--- config.mk ---
export PLATFORM = sky130hd
export DESIGN_NAME = srect_gate_ctrl
export DESIGN_NICKNAME = d
export VERILOG_FILES = /design/src/rtl/srect_pkg.sv /design/src/rtl/srect_cutoff.sv /design/src/rtl/srect_pattern.sv /design/src/rtl/srect_leg.sv /design/src/rtl/srect_gate_ctrl.sv
export SDC_FILE = /design/constraint.sdc
export NUM_CORES = 1
export LEC_CHECK = 0
export ABC_AREA = 1
export ABC_CLOCK_PERIOD_IN_PS = 1200
export CAP_MARGIN = 40
export CORE_MARGIN = 10
export CORE_UTILIZATION = 30
export CTS_BUF_LIST = sky130_fd_sc_hd__clkbuf_16
export CTS_CLUSTER_DIAMETER = 80
export DETAILED_ROUTE_END_ITERATION = 7
export GPL_ROUTABILITY_DRIVEN = 0
export PLACE_DENSITY_LB_ADDON = 0.12
export SLEW_MARGIN = 20
export SYNTH_ARGS = -nofsm -noshare
export SYNTH_HDL_FRONTEND = slang
export SYNTH_SLANG_ARGS = --single-unit
--- constraint.sdc ---
create_clock -name clk -period 1.2 [get_ports clk]
set_input_delay 0.12 -clock clk [delete_from_list [all_inputs] [get_ports clk]]
set_output_delay 0.12 -clock clk [all_outputs]
set_load 0.01 [all_outputs]
--- src/rtl/srect_pkg.sv ---
package srect_pkg;

  typedef enum logic [1:0] {
    PWM_ON       = 2'd0,
    PWM_FAST     = 2'd1,
    PWM_SLOW     = 2'd2,
    PWM_SLOW_ALT = 2'd3
  } pwm_state_e;

  typedef enum logic [1:0] {
    RECT_ACTIVE   = 2'd0,
    RECT_PASSIVE  = 2'd1,
    RECT_NONE     = 2'd2,
    RECT_LOW_ONLY = 2'd3
  } rect_mode_e;

  // bit 0 = leg A, bit 1 = leg B
  typedef struct packed {
    logic [1:0] hi;
    logic [1:0] lo;
  } gate_req_t;

  // drive diagonal: fwd closes high A with low B
  function automatic gate_req_t drive_pair(input logic fwd);
    gate_req_t r;
    r.hi = fwd ? 2'b01 : 2'b10;
    r.lo = fwd ? 2'b10 : 2'b01;
    return r;
  endfunction

  function automatic gate_req_t fast_pair(input logic fwd);
    return drive_pair(!fwd);
  endfunction

  function automatic gate_req_t slow_pair();
    gate_req_t r;
    r.hi = 2'b00;
    r.lo = 2'b11;
    return r;
  endfunction

  function automatic gate_req_t low_side_only(input gate_req_t r_in);
    gate_req_t r;
    r.hi = 2'b00;
    r.lo = r_in.lo;
    return r;
  endfunction

  function automatic logic stop_event(input rect_mode_e m, input logic zd,
                                      input logic rl);
    return (m == RECT_ACTIVE && zd) || (m == RECT_PASSIVE && rl);
  endfunction

endpackage

--- src/rtl/srect_cutoff.sv ---
module srect_cutoff
  import srect_pkg::*;
(
  input  logic       clk,
  input  logic       rst_n,
  input  logic       bridge_on,
  input  rect_mode_e mode,
  input  logic       zero_det,
  input  logic       rev_lim_det,
  output logic       cut_now
);
  logic cut_q;
  logic trig;

  assign trig    = !bridge_on && stop_event(mode, zero_det, rev_lim_det);
  assign cut_now = !bridge_on && (cut_q || trig);

  always_ff @(posedge clk or negedge rst_n) begin
    if (!rst_n)         cut_q <= 1'b0;
    else if (bridge_on) cut_q <= 1'b0;
    else if (trig)      cut_q <= 1'b1;
  end

  // a latched stop survives every cycle that is not a drive phase
  assert_cut_hold_R10: assert property (@(posedge clk) disable iff (!rst_n)
    (cut_q && !bridge_on) |=> cut_q);
endmodule

--- src/rtl/srect_pattern.sv ---
module srect_pattern
  import srect_pkg::*;
(
  input  pwm_state_e state,
  input  logic       phase,
  input  logic       bridge_en,
  input  logic       bridge_on,
  input  rect_mode_e mode,
  input  logic       cut_now,
  output gate_req_t  req
);
  gate_req_t decay_base;

  always_comb begin
    decay_base = (bridge_en && state == PWM_FAST) ? fast_pair(phase) : slow_pair();
    if (bridge_on) begin
      req = drive_pair(phase);
    end else begin
      unique case (mode)
        RECT_NONE:     req = '0;
        RECT_LOW_ONLY: req = low_side_only(decay_base);
        default:       req = cut_now ? gate_req_t'('0) : decay_base;
      endcase
    end
  end
endmodule

--- src/rtl/srect_leg.sv ---
module srect_leg #(
  parameter int DEAD_CYC = 2
) (
  input  logic clk,
  input  logic rst_n,
  input  logic req_hi,
  input  logic req_lo,
  output logic gate_hi,
  output logic gate_lo
);
  localparam int CW = $clog2(DEAD_CYC + 1);
  localparam logic [CW-1:0] GAP_LOAD = CW'(DEAD_CYC - 1);
  localparam logic [CW-1:0] RUN_MAX  = CW'(DEAD_CYC);

  logic [CW-1:0] hi_wait, lo_wait;
  logic hi_d, lo_d;

  assign hi_d = req_hi && !req_lo && (gate_hi || (!gate_lo && hi_wait == '0));
  assign lo_d = req_lo && !req_hi && (gate_lo || (!gate_hi && lo_wait == '0));

  always_ff @(posedge clk or negedge rst_n) begin
    if (!rst_n) begin
      gate_hi <= 1'b0;
      gate_lo <= 1'b0;
      hi_wait <= '0;
      lo_wait <= '0;
    end else begin
      gate_hi <= hi_d;
      gate_lo <= lo_d;
      if (gate_lo && !lo_d)   hi_wait <= GAP_LOAD;
      else if (hi_wait != '0) hi_wait <= hi_wait - CW'(1);
      if (gate_hi && !hi_d)   lo_wait <= GAP_LOAD;
      else if (lo_wait != '0) lo_wait <= lo_wait - CW'(1);
    end
  end

  // independent open-time counters for the crossover checks
  logic [CW-1:0] hi_off_run, lo_off_run;
  always_ff @(posedge clk or negedge rst_n) begin
    if (!rst_n) begin
      hi_off_run <= RUN_MAX;
      lo_off_run <= RUN_MAX;
    end else begin
      hi_off_run <= gate_hi ? '0 : ((hi_off_run == RUN_MAX) ? RUN_MAX : hi_off_run + CW'(1));
      lo_off_run <= gate_lo ? '0 : ((lo_off_run == RUN_MAX) ? RUN_MAX : lo_off_run + CW'(1));
    end
  end

  assert_no_shoot_R8: assert property (@(posedge clk) disable iff (!rst_n)
    !(gate_hi && gate_lo));
  assert_dead_hi_R8: assert property (@(posedge clk) disable iff (!rst_n)
    $rose(gate_hi) |-> lo_off_run >= RUN_MAX);
  assert_dead_lo_R8: assert property (@(posedge clk) disable iff (!rst_n)
    $rose(gate_lo) |-> hi_off_run >= RUN_MAX);
endmodule

--- src/rtl/srect_gate_ctrl.sv ---
module srect_gate_ctrl
  import srect_pkg::*;
#(
  parameter int DEAD_CYC = 2
) (
  input  logic       clk,
  input  logic       rst_n,
  input  logic [1:0] pwm_state,
  input  logic       phase,
  input  logic       bridge_en,
  input  logic [1:0] rect_mode,
  input  logic       zero_det,
  input  logic       rev_lim_det,
  output logic       src_a,
  output logic       src_b,
  output logic       snk_a,
  output logic       snk_b
);
  localparam int NUM_LEGS = 2;

  pwm_state_e state;
  rect_mode_e mode;
  logic       bridge_on;
  logic       in_decay;
  logic       cut_now;
  gate_req_t  req;
  logic [NUM_LEGS-1:0] hi_g, lo_g;

  assign state     = pwm_state_e'(pwm_state);
  assign mode      = rect_mode_e'(rect_mode);
  assign bridge_on = bridge_en && (state == PWM_ON);
  assign in_decay  = !bridge_on;

  srect_cutoff u_cutoff (
    .clk        (clk),
    .rst_n      (rst_n),
    .bridge_on  (bridge_on),
    .mode       (mode),
    .zero_det   (zero_det),
    .rev_lim_det(rev_lim_det),
    .cut_now    (cut_now)
  );

  srect_pattern u_pattern (
    .state    (state),
    .phase    (phase),
    .bridge_en(bridge_en),
    .bridge_on(bridge_on),
    .mode     (mode),
    .cut_now  (cut_now),
    .req      (req)
  );

  for (genvar g = 0; g < NUM_LEGS; g++) begin : g_leg
    srect_leg #(.DEAD_CYC(DEAD_CYC)) u_leg (
      .clk    (clk),
      .rst_n  (rst_n),
      .req_hi (req.hi[g]),
      .req_lo (req.lo[g]),
      .gate_hi(hi_g[g]),
      .gate_lo(lo_g[g])
    );
  end

  assign src_a = hi_g[0];
  assign snk_a = lo_g[0];
  assign src_b = hi_g[1];
  assign snk_b = lo_g[1];

  assert_idle_off_R4: assert property (@(posedge clk) disable iff (!rst_n)
    $past(in_decay && mode == RECT_NONE) |-> !(src_a || src_b || snk_a || snk_b));
  assert_low_only_R7: assert property (@(posedge clk) disable iff (!rst_n)
    $past(in_decay && mode == RECT_LOW_ONLY) |-> !(src_a || src_b));
  // covers R6 as well: any stop opens the whole bridge
  assert_cut_off_R5: assert property (@(posedge clk) disable iff (!rst_n)
    $past(cut_now) |-> !(src_a || src_b || snk_a || snk_b));
  assert_no_src_pair_R1: assert property (@(posedge clk) disable iff (!rst_n)
    !(src_a && src_b));
endmodule

==> results_tabular.tex <==
\begin{tabular}{lr}
\hline
Metric & Value \\
\hline
\multicolumn{2}{l}{\textbf{Clock network}} \\
Maximum clock path buffer count & 2 \\
Clock latency at the later pin of the worst-skew pair & around 0.24 ns \\
Root buffer selected by CTS & sky130\_fd\_sc\_hd\_\_clkbuf\_16 \\
Count of clock tree sinks & 13 \\
TritonCTS clock tree & done \\
Number of buffers inserted during clock tree synthesis & 3 \\
Post-CTS clock slew at the launch and capture registers of the worst setup and hold paths & 0.04 ns \\
H-Tree Depth & 1 \\
\multicolumn{2}{l}{\textbf{Synthesis}} \\
Synth Warn \# & 0 \\
Area share of fa/ha/maj cells after synthesis & 0.0664 \\
Synthesized area divided by synthesized cell count & 8.19 um2 \\
Share of synthesized area spent on multiplexers & 0 \\
Number of instances in the synthesized netlist & between 90 and 100 \\
Parity-gate share of the synthesized area counting xor and xnor cells & 0.0465 \\
Number of distinct library cell variants in the gate-level netlist after synthesis & 18 \\
Dominant combinational cell family by area after synthesis & simple AND/OR/NAND/NOR gates \\
Post-Synthesis Cell Area & around 750 um2 \\
Count of state elements after synthesis & 13 \\
Total nets after synthesis & 106 \\
Share of the yosys chip area belonging to registers & 0.432 \\
Compound-Gate Fraction of Synth Area & 0.103 \\
Simple-gate area share of the yosys netlist & 0.243 \\
\multicolumn{2}{l}{\textbf{Setup path}} \\
CP Data Required Time & roughly 1.3 ns \\
Type of element capturing the critical path & flop \\
Critical path's slowest cell & sky130\_fd\_sc\_hd\_\_clkdlybuf4s50\_1 \\
Worst path max stage delay & a little over 0.4 ns \\
CP cell instances & clkdlybuf4s50\_1 -> inv\_2 -> nand2\_2 -> nor2\_4 -> inv\_2 -> nand2\_4 -> nand2\_2 -> nand2\_4 -> nand2\_2 -> nand2\_1 -> nand2\_1 \\
Number of buffers and inverters on the critical path & 3 \\
Critical path startpoint category & input port \\
Arr. time, crit path & $\sim$1.2 ns \\
Cell class contributing the biggest share of worst-path delay & simple AND/OR/NAND/NOR gates \\
Critical path class & input port to flop \\
Peak fanout along the critical path & 4 \\
Cell with the most instances on the worst path & sky130\_fd\_sc\_hd\_\_nand2\_2 \\
\multicolumn{2}{l}{\textbf{Cells and area}} \\
Top library cells by usage in the layout, fill and taps aside & sky130\_fd\_sc\_hd\_\_inv\_1 (20), sky130\_fd\_sc\_hd\_\_nand2\_1 (13), sky130\_fd\_sc\_hd\_\_dfrtp\_1 (13) \\
Fraction of final layout cells sized beyond drive strength 1 & 0.229 \\
Area Overhead vs Synth & 42.4\% \\
Most frequent standard cell in the layout excluding fill and tap cells & sky130\_fd\_sc\_hd\_\_inv\_1 \\
Number of filler instances in the final layout & 257 \\
Antenna diodes & 0 \\
Post-layout util & 0.441 \\
Nets@finish & 133 \\
\multicolumn{2}{l}{\textbf{Pwr}} \\
Internal power component & about 1500 uW \\
Switching part of the total & 0.337 \\
Leak & roughly 0.00056 uW \\
Combinational cell fraction of total power & 0.417 \\
Clock network fraction of total power & 0.268 \\
Proportion of power drawn by flip-flops and latches & 0.315 \\
Switching power summed over all nets & roughly 760 uW \\
Power density of the placed cells & $\sim$2100 mW/mm2 \\
Maximum resistive drop on vdd & between 0.0009 and 0.001 V \\
\multicolumn{2}{l}{\textbf{Placed design}} \\
Placed wire-length estimate after detailed placement & between 1 and 1.5 mm \\
Setup WS pre-CTS & -0.161 ns \\
Count of buffers from port buffering & 13 \\
\multicolumn{2}{l}{\textbf{STA}} \\
Tightest slew margin relative to the limit & 0.819 \\
Final total negative setup slack & 0 ns \\
Minimum setup slack in the final design & roughly 0.097 ns \\
Final setup violation count & 0 \\
Post-Route Skew & around 0.0028 ns \\
Highest achievable clock rate & a little over 900 MHz \\
Share of the clock period used by the worst path & 0.920 \\
Min Clock Period, post-route & roughly 1.1 ns \\
Final Hold Violating Endpoints & 0 \\
Count of pins over their slew limit & 0 \\
Worst Tran Pin Value & 0.272 ns \\
\multicolumn{2}{l}{\textbf{Global routing}} \\
Maximum number of pins on one net before global-route repair & 14 \\
Overall fraction of global-route tracks in use & 0.0615 \\
Global-route wire length before repair & 2.53 mm \\
Antenna violations before repair & 0 \\
Overflow left after global routing & 0 \\
Number of global-route vias before repair & 627 \\
\multicolumn{2}{l}{\textbf{Drt}} \\
Post-detailed-route via-to-cell ratio & roughly 4.3 \\
Post-route ant nets & 0 \\
Number of vias in the routed layout & around 630 \\
Detailed-route DRC error count & 0 \\
First-pass iteration count of the detailed router & 2 \\
Per-cell routed wire length & $\sim$9.7 um \\
Routed WL & $\sim$1.4 mm \\
Initial DRC count & 6 \\
\multicolumn{2}{l}{\textbf{Floorplan}} \\
Die Y-Extent & 70.1 um \\
Initial core utilization & 0.310 \\
Die width & around 70 um \\
Ports & 14 \\
Core Region & about 0.0024 mm2 \\
Standard-cell row count & 18 \\
Die Footprint & between 0.004 and 0.005 mm2 \\
\multicolumn{2}{l}{\textbf{Outcome}} \\
Run status & completed \\
\multicolumn{2}{l}{\textbf{Worst hold path}} \\
Min-Delay Path Class & input port to async pin \\
\multicolumn{2}{l}{\textbf{Job}} \\
Max-Cap Viols & 0 \\
\hline
\end{tabular}
## path summary, 6_finish.rpt
kind / start / end / slack, ns / cells after the start
setup / recovery: pwm_state[1] / g_leg[0].u_leg.hi_wait[0] / 0.1 / 11
hold / removal: rst_n / g_leg[1].u_leg.hi_wait[0] / 0.19 / 2
setup reg to reg: g_leg[1].u_leg.hi_wait[0] / g_leg[1].u_leg.hi_wait[1] / 0.14 / 5
hold reg to reg: g_leg[0].u_leg.lo_wait[0] / g_leg[0].u_leg.lo_wait[0] / 0.52 / 2
max in group asynchronous: rst_n / g_leg[0].u_leg.gate_hi / 0.85 / 2
min in group clk: bridge_en / u_cutoff.cut_q / 0.36 / 6
## power groups by stage
stage	clock network (uW)	registers, uW	logic (uW)
after floorplan	0	737	668
after global placement	0	718	943
after detailed placement	0	721	978
after CTS	621	716	965
after global routing	644	737	1100
final	607	714	946
## stage by stage
stage                     std cells  hold slack (ns)  area [um2]  total power (uW)
after floorplan                  92           -0.176         753              1410
after global placement          143            0.448         981              1660
after detailed placement        143            0.445         981              1700
after CTS                       147            0.193        1050              2300
after global routing            148            0.212        1070              2480
final                           148            0.188        1070              2270
## cells in the mapped netlist (all sizes together)
| cell | n | area, um2 |
|---|---|---|
| nand3 | 6 | 35.0 |
| inv | 22 | 82.6 |
| a21oi | 11 | 62.6 |
| nor2 | 7 | 33.8 |
| nand3b | 1 | 7.51 |
| nand2 | 20 | 100 |
| ha | 4 | 50.1 |
| o21ai | 3 | 15.0 |
| xor2 | 4 | 35.0 |
| dfrtp | 13 | 325 |
| nand4 | 1 | 6.26 |
## final cells by class
class	instances	area (um2)	share of cell area
clock buffer	3	75.1	0.0700
inverter	22	82.6	0.0770
tap	30	37.5	0.0350
clock inverter	1	3.75	0.00350
timing repair buffer	22	195	0.182
multi-input combinational	57	353	0.329
sequential	13	325	0.303
## sequential cells by signal, summed over array words and instances (netlist names)
name,cells
g_leg.u_leg.gate_hi,2
u_cutoff.cut_q,1
g_leg.u_leg.lo_wait,4
g_leg.u_leg.gate_lo,2
g_leg.u_leg.hi_wait,4
## timing repair
action | in CTS | in global routing
setup endpoints to repair | 4 | 4
setup buffers | 0 | 1
pin swaps | 0 | 3
gates resized for setup | 4 | 3
hold buffers | 0 | 0
## cells by family after synthesis
group / count (synthesis)
AOI/OAI and AO/OA: 14
xor gates and xnor gates: 4
adders and majority gates: 4
buffers and inverters: 22
DFF: 13
and+or+nand+nor: 35
## per-layer routing
metal / vias up / global-route usage / wire (um)
met3: 2 / 0.0184 / 63
met5: - / 0 / 0
li1: 338 / - / -
met1: 282 / 0.0720 / 733
met4: 0 / 0.0395 / 29
met2: 12 / 0.0947 / 615
Note: power is estimated with default switching activity, not from simulation.
